<file path="src/rtl/dct_pkg.sv">
package dct_pkg;
    localparam int CNT_W  = 8;
    localparam int ADDR_W = 3;
    localparam int N_CMP  = 2;
    localparam int N_FLG  = N_CMP + 1;
    localparam int OVF_BIT = N_CMP;

    typedef logic [CNT_W-1:0] cnt_t;

    typedef enum logic [ADDR_W-1:0] {
        REG_COUNT = 3'd0,
        REG_CMP_A = 3'd1,
        REG_CMP_B = 3'd2,
        REG_FLAGS = 3'd3,
        REG_IRQEN = 3'd4
    } reg_addr_e;

    typedef struct packed {
        logic adv;   // tick accepted this cycle
        logic wrap;  // accepted tick at terminal count
        logic mask;  // compares suppressed on this tick
    } tick_evt_t;

    localparam cnt_t CNT_MAX = {CNT_W{1'b1}};

    function automatic cnt_t cnt_step(cnt_t c);
        return c + cnt_t'(1);
    endfunction
endpackage

</file>
<file path="src/rtl/dct_counter.sv">
module dct_counter
    import dct_pkg::*;
(
    input  logic      clk,
    input  logic      rst,
    input  logic      tick,
    input  logic      wr_en,
    input  cnt_t      wr_data,
    output cnt_t      cnt,
    output tick_evt_t evt
);
    logic blk_q;

    always_comb begin
        evt.adv  = tick & ~wr_en;
        evt.mask = blk_q;
        evt.wrap = evt.adv & (cnt == CNT_MAX);
    end

    always_ff @(posedge clk) begin
        if (rst) begin
            cnt   <= '0;
            blk_q <= 1'b0;
        end else if (wr_en) begin
            cnt   <= wr_data;
            blk_q <= 1'b1;
        end else if (evt.adv) begin
            cnt   <= cnt_step(cnt);
            blk_q <= 1'b0;
        end
    end


    cnt_hold_chk: assert property (@(posedge clk) disable iff (rst)
        (!tick && !wr_en) |=> $stable(cnt));


    wr_win_chk: assert property (@(posedge clk) disable iff (rst)
        wr_en |=> (cnt == $past(wr_data)));


    wrap_zero_chk: assert property (@(posedge clk) disable iff (rst)
        (tick && !wr_en && cnt == CNT_MAX) |=> (cnt == '0));
endmodule

</file>
<file path="src/rtl/dct_cmp_unit.sv">
module dct_cmp_unit
    import dct_pkg::*;
(
    input  logic      clk,
    input  logic      rst,
    input  logic      we,
    input  cnt_t      wdata,
    input  cnt_t      cnt,
    input  tick_evt_t evt,
    output cnt_t      cmp_q,
    output logic      hit,
    output logic      wave
);
    always_ff @(posedge clk) begin
        if (rst) begin
            cmp_q <= '0;
        end else if (we) begin
            cmp_q <= wdata;
        end
    end

    assign hit = evt.adv & ~evt.mask & (cnt == cmp_q);

    always_ff @(posedge clk) begin
        if (rst) begin
            wave <= 1'b0;
        end else if (hit) begin
            wave <= ~wave;
        end
    end


    mask_hold_chk: assert property (@(posedge clk) disable iff (rst)
        (evt.adv && evt.mask) |=> $stable(wave));


    hit_toggle_chk: assert property (@(posedge clk) disable iff (rst)
        hit |=> (wave != $past(wave)));
endmodule

</file>
<file path="src/rtl/dct_flags.sv">
module dct_flags
    import dct_pkg::*;
(
    input  logic             clk,
    input  logic             rst,
    input  logic [N_FLG-1:0] set,
    input  logic             clr_we,
    input  logic             en_we,
    input  logic [N_FLG-1:0] wdata,
    output logic [N_FLG-1:0] flags,
    output logic [N_FLG-1:0] en,
    output logic [N_FLG-1:0] irq
);
    logic [N_FLG-1:0] clr_mask;

    assign clr_mask = clr_we ? wdata : '0;

    always_ff @(posedge clk) begin
        if (rst) begin
            flags <= '0;
            en    <= '0;
        end else begin
            flags <= (flags & ~clr_mask) | set;
            if (en_we) begin
                en <= wdata;
            end
        end
    end

    assign irq = flags & en;


    w1c_chk: assert property (@(posedge clk) disable iff (rst)
        clr_we |=> ((flags & $past(wdata & ~set)) == '0));


    set_sticky_chk: assert property (@(posedge clk) disable iff (rst)
        (set != '0) |=> ((flags & $past(set)) == $past(set)));
endmodule

</file>
<file path="src/rtl/dual_cmp_timer.sv">
module dual_cmp_timer
    import dct_pkg::*;
(
    input  logic              clk,
    input  logic              rst,
    input  logic              tick,
    input  logic [ADDR_W-1:0] bus_addr,
    input  logic              bus_we,
    input  logic [CNT_W-1:0]  bus_wdata,
    output logic [CNT_W-1:0]  bus_rdata,
    output logic [N_CMP-1:0]  cmp_irq,
    output logic              ovf_irq,
    output logic [N_CMP-1:0]  wave_out
);
    localparam logic [ADDR_W-1:0] CMP_BASE = REG_CMP_A;

    cnt_t             cnt;
    tick_evt_t        evt;
    cnt_t             cmp_vals [N_CMP];
    logic [N_CMP-1:0] hits;
    logic [N_FLG-1:0] flags, en, irq;
    logic             cnt_we;

    assign cnt_we = bus_we && (bus_addr == REG_COUNT);

    dct_counter u_cnt (
        .clk     (clk),
        .rst     (rst),
        .tick    (tick),
        .wr_en   (cnt_we),
        .wr_data (bus_wdata),
        .cnt     (cnt),
        .evt     (evt)
    );

    for (genvar i = 0; i < N_CMP; i++) begin : g_cmp
        dct_cmp_unit u_cmp (
            .clk   (clk),
            .rst   (rst),
            .we    (bus_we && (bus_addr == CMP_BASE + ADDR_W'(i))),
            .wdata (bus_wdata),
            .cnt   (cnt),
            .evt   (evt),
            .cmp_q (cmp_vals[i]),
            .hit   (hits[i]),
            .wave  (wave_out[i])
        );
    end

    dct_flags u_flg (
        .clk    (clk),
        .rst    (rst),
        .set    ({evt.wrap, hits}),
        .clr_we (bus_we && (bus_addr == REG_FLAGS)),
        .en_we  (bus_we && (bus_addr == REG_IRQEN)),
        .wdata  (bus_wdata[N_FLG-1:0]),
        .flags  (flags),
        .en     (en),
        .irq    (irq)
    );

    assign cmp_irq = irq[N_CMP-1:0];
    assign ovf_irq = irq[OVF_BIT];

    always_comb begin
        bus_rdata = '0;
        if (bus_addr == REG_COUNT) begin
            bus_rdata = cnt;
        end else if (bus_addr == REG_FLAGS) begin
            bus_rdata = CNT_W'(flags);
        end else if (bus_addr == REG_IRQEN) begin
            bus_rdata = CNT_W'(en);
        end
        for (int i = 0; i < N_CMP; i++) begin
            if (bus_addr == CMP_BASE + ADDR_W'(i)) begin
                bus_rdata = cmp_vals[i];
            end
        end
    end


    irq_gate_chk: assert property (@(posedge clk) disable iff (rst)
        (en == '0) |-> (cmp_irq == '0 && !ovf_irq));
endmodule

</file>
<file path="config.mk">
export PLATFORM = sky130hd
export DESIGN_NAME = dual_cmp_timer
export DESIGN_NICKNAME = d
export VERILOG_FILES = /design/src/rtl/dct_pkg.sv /design/src/rtl/dct_counter.sv /design/src/rtl/dct_cmp_unit.sv /design/src/rtl/dct_flags.sv /design/src/rtl/dual_cmp_timer.sv
export SDC_FILE = /design/constraint.sdc
export NUM_CORES = 1
export LEC_CHECK = 0
export CAP_MARGIN = 30
export CORE_ASPECT_RATIO = 2
export CORE_MARGIN = 4
export CORE_UTILIZATION = 50
export CTS_BUF_LIST = sky130_fd_sc_hd__clkbuf_4 sky130_fd_sc_hd__clkbuf_8
export CTS_CLUSTER_DIAMETER = 80
export DETAILED_ROUTE_END_ITERATION = 8
export HOLD_SLACK_MARGIN = 0.1
export PLACE_DENSITY = 0.77
export REMOVE_ABC_BUFFERS = 1
export SLEW_MARGIN = 15
export SYNTH_ARGS = -nofsm -noshare
export SYNTH_HDL_FRONTEND = slang
export SYNTH_SLANG_ARGS = --single-unit
</file>
<file path="constraint.sdc">
create_clock -name clk -period 1.7 [get_ports clk]
set_clock_uncertainty 0.05 [all_clocks]
set_input_delay 0.34 -clock clk [delete_from_list [all_inputs] [get_ports clk]]
set_output_delay 0.34 -clock clk [all_outputs]
set_load 0.05 [all_outputs]
</file>
## Word level (Yosys, flattened, before mapping)

Index checks and enable logic that the tools add are counted.
W data, S select, Z words.

| operators by class | value |
|---|---|
| $add $sub $neg | 1 |
| equality and inequality tests | 7 |
| mux-type cells | 10 |
| bitwise operators | 13 |
| reduce and logical (&&, ||, !) cells | 7 |

Operator list:

| kind | number |
|---|---|
| $mux W8 | 5 |
| $eq A8 B8 Y1 | 2 |
| $mux W3 | 3 |
| $add A8 B1 Y8 const B | 1 |
| $eq A8 B8 Y1 const B | 1 |
| $and A3 B3 Y3 | 2 |
| $eq A3 B2 Y1 const B | 2 |
| $and A1 B1 Y1 | 5 |
| $logic_and A1 B1 Y1 | 5 |
| $not A1 Y1 | 4 |
| $eq A3 B1 Y1 const B | 1 |
| $eq A3 B3 Y1 const B | 1 |
| $logic_not A3 Y1 | 1 |
| $not A3 Y3 | 1 |
| $or A3 B3 Y3 | 1 |
| $mux W1 | 2 |
| $reduce_bool A2 Y1 | 1 |

| storage, ports and cells | value |
|---|---|
| register bits after elaboration | 33 |
| output and inout bits | 13 |

## Logic depth before layout (Yosys ltp)

| logic depth | value |
|---|---|
| word-level depth | 7 |
| depth in mapped cells | 7 |
| mapped depth without buffers | 5 |

## By module

From an unflattened synthesis, not the netlist that was laid out.

| second synthesis, totals | value |
|---|---|
| cells, all modules | 218 |
| area, all modules | 1896.8 µm² |

By module, submodules not included:

| module | instances | cells an instance | area each (µm²) |
|---|---|---|---|
| dct_cmp_unit | 2 | 42 | 419.2 |
| dct_counter | 1 | 61 | 498.0 |
| dual_cmp_timer | 1 | 49 | 331.6 |
| dct_flags | 1 | 24 | 229.0 |

## Worst setup path after synthesis

OpenSTA, ideal clock, no wires.

| path | value |
|---|---|
| path type | register to output |
| from | reg u_cnt.cnt[2] |
| to | out bus_rdata[2] |
| arrival time | 1.899 ns |
| data required time | 1.310 ns |
| path slack | -0.589 ns |
| stages on the path, launching flop included | 5 |
| buffers on the path | 1 |
| cells stage by stage | dfxtp_1 > clkbuf_1 > mux4_1 > inv_1 > o21ai_0 |

| between the ends | value |
|---|---|
| word-level cells in the longest chain between the ends | 3 |

Ends and longest elaborated chain:

| element | line | text |
|---|---|---|
| start: declaration | dct_counter.sv:9 | `output cnt_t cnt,` |
| start signal: assignment | dct_counter.sv:25 | `cnt <= wr_data;` |
| start signal: assignment | dct_counter.sv:28 | `cnt <= cnt_step(cnt);` |
| $mux W8 | dual_cmp_timer.sv:67 | `if (bus_addr == REG_COUNT) begin` |
| $mux W8 (2 in series) | dual_cmp_timer.sv:75 | `if (bus_addr == CMP_BASE + ADDR_W'(i)) begin` |
| end: declaration | dual_cmp_timer.sv:10 | `output logic [CNT_W-1:0] bus_rdata,` |

Every way passes these cells.

## Worst setup path after layout

| path | value |
|---|---|
| from | reg u_cnt.cnt[1] |
| to | out bus_rdata[1] |

Same word-level chain as after synthesis.

==> report_table.html <==
<table>
<tr><th>Metric</th><th>Value</th></tr>
<tr><th colspan="2">Run status</th></tr>
<tr><td>Status</td><td>finished with violations</td></tr>
<tr><td>Failing checks</td><td>setup timing</td></tr>
<tr><th colspan="2">Worst hold path</th></tr>
<tr><td>End point of the worst hold path</td><td>u_cnt.blk_q</td></tr>
<tr><td>Worst Min Path Start</td><td>u_cnt.blk_q</td></tr>
<tr><td>Hold Crit Class</td><td>flop to flop</td></tr>
<tr><td>Worst Hold Depth</td><td>2</td></tr>
<tr><th colspan="2">Timing</th></tr>
<tr><td>Hold_ws</td><td>~420 ps</td></tr>
<tr><td>Hold violation count in the final report</td><td>0</td></tr>
<tr><td>Total count of max-transition violations in the final report</td><td>0</td></tr>
<tr><td>Worst slew margin</td><td>73.9%</td></tr>
<tr><td>Final-report setup violation count</td><td>3</td></tr>
<tr><td>Worst slew pin tran</td><td>a little under 400 ps</td></tr>
<tr><td>Post-layout minimum cycle time</td><td>1750 ps</td></tr>
<tr><td>PnR worst setup slack</td><td>-50.1 ps</td></tr>
<tr><td>Unrepaired setup endpoints after global routing</td><td>true</td></tr>
<tr><td>Max frequency</td><td>~570 MHz</td></tr>
<tr><td>Final critical-path share of the clock period</td><td>103%</td></tr>
<tr><th colspan="2">GRT</th></tr>
<tr><td>Global-route wire length before repair</td><td>around 8000 um</td></tr>
<tr><td>Maximum number of pins on one net before global-route repair</td><td>22</td></tr>
<tr><td>Antenna violations before repair</td><td>0</td></tr>
<tr><td>Via count of the first global-routing pass</td><td>between 1,500 and 2,000</td></tr>
<tr><td>Global Route Usage Sum</td><td>between 20% and 30%</td></tr>
<tr><td>Remaining Overflow, GRT</td><td>0</td></tr>
<tr><th colspan="2">Worst setup path</th></tr>
<tr><td>Crit path max-delay cell type</td><td>mux4_2</td></tr>
<tr><td>Critical setup path kind</td><td>flop to output pin</td></tr>
<tr><td>Number of buffer and inverter stages on the critical path</td><td>2</td></tr>
<tr><td>Capture instance of the worst register-to-register path</td><td>g_cmp[1].u_cmp.wave</td></tr>
<tr><td>Worst Reg2Reg Path Length in Cells</td><td>5</td></tr>
<tr><td>Crit path largest cell delay</td><td>approximately 460 ps</td></tr>
<tr><td>Count of cell instances traversed by the critical path</td><td>4</td></tr>
<tr><td>Critical Path RT</td><td>~1300 ps</td></tr>
<tr><td>Worst-path maximum fanout</td><td>2</td></tr>
<tr><td>Crit path arrival time</td><td>1360 ps</td></tr>
<tr><td>Reg-to-reg slack, setup</td><td>approximately 30 ps</td></tr>
<tr><td>Startpoint kind of the worst setup timing path</td><td>flop</td></tr>
<tr><td>Series of cell instances along the critical path</td><td>mux4_2 -&gt; inv_2 -&gt; o21ai_2 -&gt; buf_6</td></tr>
<tr><td>Start of the worst register-to-register path</td><td>u_cnt.cnt[1]</td></tr>
<tr><td>Crit path max-delay family</td><td>multiplexers</td></tr>
<tr><td>Endpoint type of the worst setup path</td><td>output pin</td></tr>
<tr><th colspan="2">Placement</th></tr>
<tr><td>Final HPWL DP</td><td>about 3700 um</td></tr>
<tr><td>Number of buffer cells added on primary ports</td><td>27</td></tr>
<tr><td>Placer's final routability congestion estimate</td><td>roughly 0.89</td></tr>
<tr><th colspan="2">Floorplanning</th></tr>
<tr><td>Die area</td><td>4900 um2</td></tr>
<tr><td>Core Footprint</td><td>roughly 3600 um2</td></tr>
<tr><td>Die outline width</td><td>a little over 50 um</td></tr>
<tr><td>Number of top-level pins</td><td>28</td></tr>
<tr><td>Y dimension of the die</td><td>~95 um</td></tr>
<tr><td>Effective utilization at floorplan</td><td>around half</td></tr>
<tr><td>Number of standard-cell rows in the floorplan</td><td>31</td></tr>
<tr><th colspan="2">Final layout</th></tr>
<tr><td>Nets</td><td>286</td></tr>
<tr><td>Filler cell count</td><td>about 280</td></tr>
<tr><td>Area growth from synthesis to final layout</td><td>42.6%</td></tr>
<tr><td>Final core utilization</td><td>between 70 and 80%</td></tr>
<tr><td>Fraction of layout instances using a drive strength above 1</td><td>between 30% and 40%</td></tr>
<tr><td>ANT cells</td><td>0</td></tr>
<tr><th colspan="2">Clocking</th></tr>
<tr><td>Maximum level of the CTS H-tree</td><td>2</td></tr>
<tr><td>Clk root buf</td><td>clkbuf_8</td></tr>
<tr><td>Insertion delay of the later-clocked pin in the worst-skew pair</td><td>290 ps</td></tr>
<tr><td>Max clock buf depth</td><td>2</td></tr>
<tr><td>TritonCTS Buffers</td><td>5</td></tr>
<tr><td>Worst-path clk slew</td><td>70 ps</td></tr>
<tr><td>Clock tree from TritonCTS</td><td>done</td></tr>
<tr><td>Hold buffer count at CTS</td><td>0</td></tr>
<tr><td>Clk sinks</td><td>33</td></tr>
<tr><th colspan="2">Power and ir drop</th></tr>
<tr><td>Reported leakage power</td><td>1.05 nW</td></tr>
<tr><td>Largest voltage drop on the vdd net</td><td>between 0.0005 and 0.0006 V</td></tr>
<tr><td>Cell area power density</td><td>about 690 nW/um2</td></tr>
<tr><th colspan="2">Synth</th></tr>
<tr><td>Avg Synthesized Cell Area</td><td>~8.5 um2</td></tr>
<tr><td>Post-synth EDFFs</td><td>0</td></tr>
<tr><td>Number of register bits inferred by synthesis</td><td>33</td></tr>
<tr><td>Synth Instances</td><td>about 220</td></tr>
<tr><td>Proportion of synthesized chip area in sequential cells</td><td>between 30% and 40%</td></tr>
<tr><td>Library cells used by synthesis</td><td>39</td></tr>
<tr><td>Main synth FF type</td><td>dfxtp_1</td></tr>
<tr><td>Netlist area before placement</td><td>~1900 um2</td></tr>
<tr><td>Post-synth ARST share</td><td>0%</td></tr>
<tr><td>Count of warnings emitted by yosys</td><td>0</td></tr>
<tr><td>Cell taking the most area after synthesis</td><td>dfxtp_1</td></tr>
<tr><td>Area share of the largest cell type after synthesis</td><td>34.9%</td></tr>
<tr><td>Cell types occupying the most area after synthesis</td><td>dfxtp_1 35%, mux2i_1 10%, xnor2_1 7.4%</td></tr>
<tr><th colspan="2">Routing</th></tr>
<tr><td>Total wire length</td><td>roughly 5000 um</td></tr>
<tr><td>Average wire length per cell after detail routing</td><td>about 16 um</td></tr>
<tr><td>Number of vias in the routed layout</td><td>between 1,500 and 2,000</td></tr>
<tr><td>Drt pass-1 iters</td><td>4</td></tr>
<tr><td>Met3 WL post-DR</td><td>approximately 180 um</td></tr>
<tr><td>Number of DRC violations after detailed routing</td><td>0</td></tr>
<tr><td>Detailed-routing wirelength on met1</td><td>~1800 um</td></tr>
<tr><td>Count of nets left with antenna violations after detail routing</td><td>0</td></tr>
<tr><td>Number of design-rule violations left by the first detailed-router iteration</td><td>49</td></tr>
<tr><td>Highest layer used for signal routing</td><td>met4</td></tr>
<tr><td>DR WL met2</td><td>2890 um</td></tr>
<tr><td>Avg Vias per Cell</td><td>about 5.4</td></tr>
<tr><th colspan="2">Job</th></tr>
<tr><td>Total of max-cap violations</td><td>0</td></tr>
</table>
==> report_power, final <==
part	switching [W]	internal [W]	leakage [nW]
combinational	0.000220	0.000225	0.726
clock	0.000283	0.000299	0.0484
sequential	0.0000296	0.000810	0.275
total	0.000532	0.00133	1.05
==> cells in the mapped netlist (2+ instances only) <==
library cell,number
clkbuf_1,15
o21ba_2,2
nand4_1,6
dfxtp_1,33
buf_6,3
buf_2,3
nor2b_1,3
a21boi_0,2
xnor2_1,16
inv_1,2
nand3_1,4
nand2_1,22
and2_1,3
xor2_1,7
a211oi_1,8
mux2i_1,19
nor2_1,34
o21ai_0,3
mux4_1,2
a21oi_1,15
buf_4,2
==> area by class of cell <==
| type | count | area (um2) | share of cell area (%) |
|---|---|---|---|
| flip-flops and latches | 33 | 684 | 25.3 |
| multi-input cells | 163 | 1180 | 43.7 |
| clock inverters | 2 | 10.0 | 0.371 |
| well taps | 49 | 61.3 | 2.27 |
| inverters | 2 | 7.51 | 0.278 |
| repair buffers | 65 | 681 | 25.2 |
| clock buffers | 6 | 76.3 | 2.83 |
==> layer usage <==
| metal | vias up | track usage (%) |
|---|---|---|
| met3 | 17 | 4.07 |
| met1 | 827 | 21.6 |
| li1 | 842 | - |
| met2 | 47 | 42.1 |
| met5 | - | 0 |
| met4 | 0 | 15.5 |
==> worst max-delay path by stage <==
stage                 startpoint                       to  slack [ps]
floorplan           u_cnt.cnt[2]             bus_rdata[2]        -470
global placement     bus_addr[1]             bus_rdata[2]        -500
finish              u_cnt.cnt[1]             bus_rdata[1]         -50
global route        u_cnt.cnt[1]             bus_rdata[1]         -80
CTS                 u_cnt.cnt[0]             bus_rdata[0]         -80
detailed placement   bus_addr[1]  g_cmp[0].u_cmp.cmp_q[3]        -530
==> cells by family after synthesis <==
| group | Yosys count | share of synthesized area [%] |
|---|---|---|
| AOI/OAI and AO/OA | 32 | 10.5 |
| xor gates and xnor gates | 23 | 10.6 |
| adders and majority gates | 1 | 0.660 |
| buffers and inverters | 26 | 6.93 |
| DFF | 33 | 34.9 |
| muxes | 23 | 14.2 |
| and+or+nand+nor | 84 | 22.2 |
==> timing repair <==
action,in CTS,in global routing
pin swaps,6,7
setup endpoints to repair,29,11
gates resized for setup,42,20
buffers inserted,8,3
==> per-stage QoR <==
| stage | setup TNS [ps] | std cells | instance area (um2) | setup WS (ps) | power, W |
|---|---|---|---|---|---|
| final | -121 | 320 | 2700 | -50.1 | 0.00187 |
| after global placement | -15260 | 301 | 2400 | -503 | 0.00123 |
| after global routing | -401 | 320 | 2700 | -84.9 | 0.00194 |
| after detailed placement | -15720 | 301 | 2400 | -530 | 0.00124 |
| after floorplan | -4150 | 198 | 1770 | -475 | 0.00105 |
| after CTS | -160 | 317 | 2610 | -81.3 | 0.00186 |
==> state kept, by name, summed over array words and instances, names as in the netlist <==
signal             flops
u_cnt.cnt              8
u_flg.en               3
u_cnt.blk_q            1
u_flg.flags            3
g_cmp.u_cmp.cmp_q     16
g_cmp.u_cmp.wave       2
==> placed cells by master, fill, tap and decap left out, types with 3 or more instances in the layout <==
master,n
dfxtp_1,20
dfxtp_2,10
xor2_1,7
xnor2_1,13
and2_1,3
mux2i_1,18
buf_12,10
clkbuf_8,5
clkdlybuf4s50_1,9
a21oi_1,13
nand3_1,4
nand4_1,6
nor2_1,28
buf_6,7
xnor2_2,3
nand2_1,22
dfxtp_4,3
buf_4,34
a211oi_1,8
nor2_2,6
==> worst register-to-register path, stage by stage, from the launching register on <==
cell and delay [ps]:
dfxtp_4 350, buf_4 150, xnor2_1 260, nand4_4 140, nor4_4 290, mux2_4 330
Power figures use the tool's default switching activity.
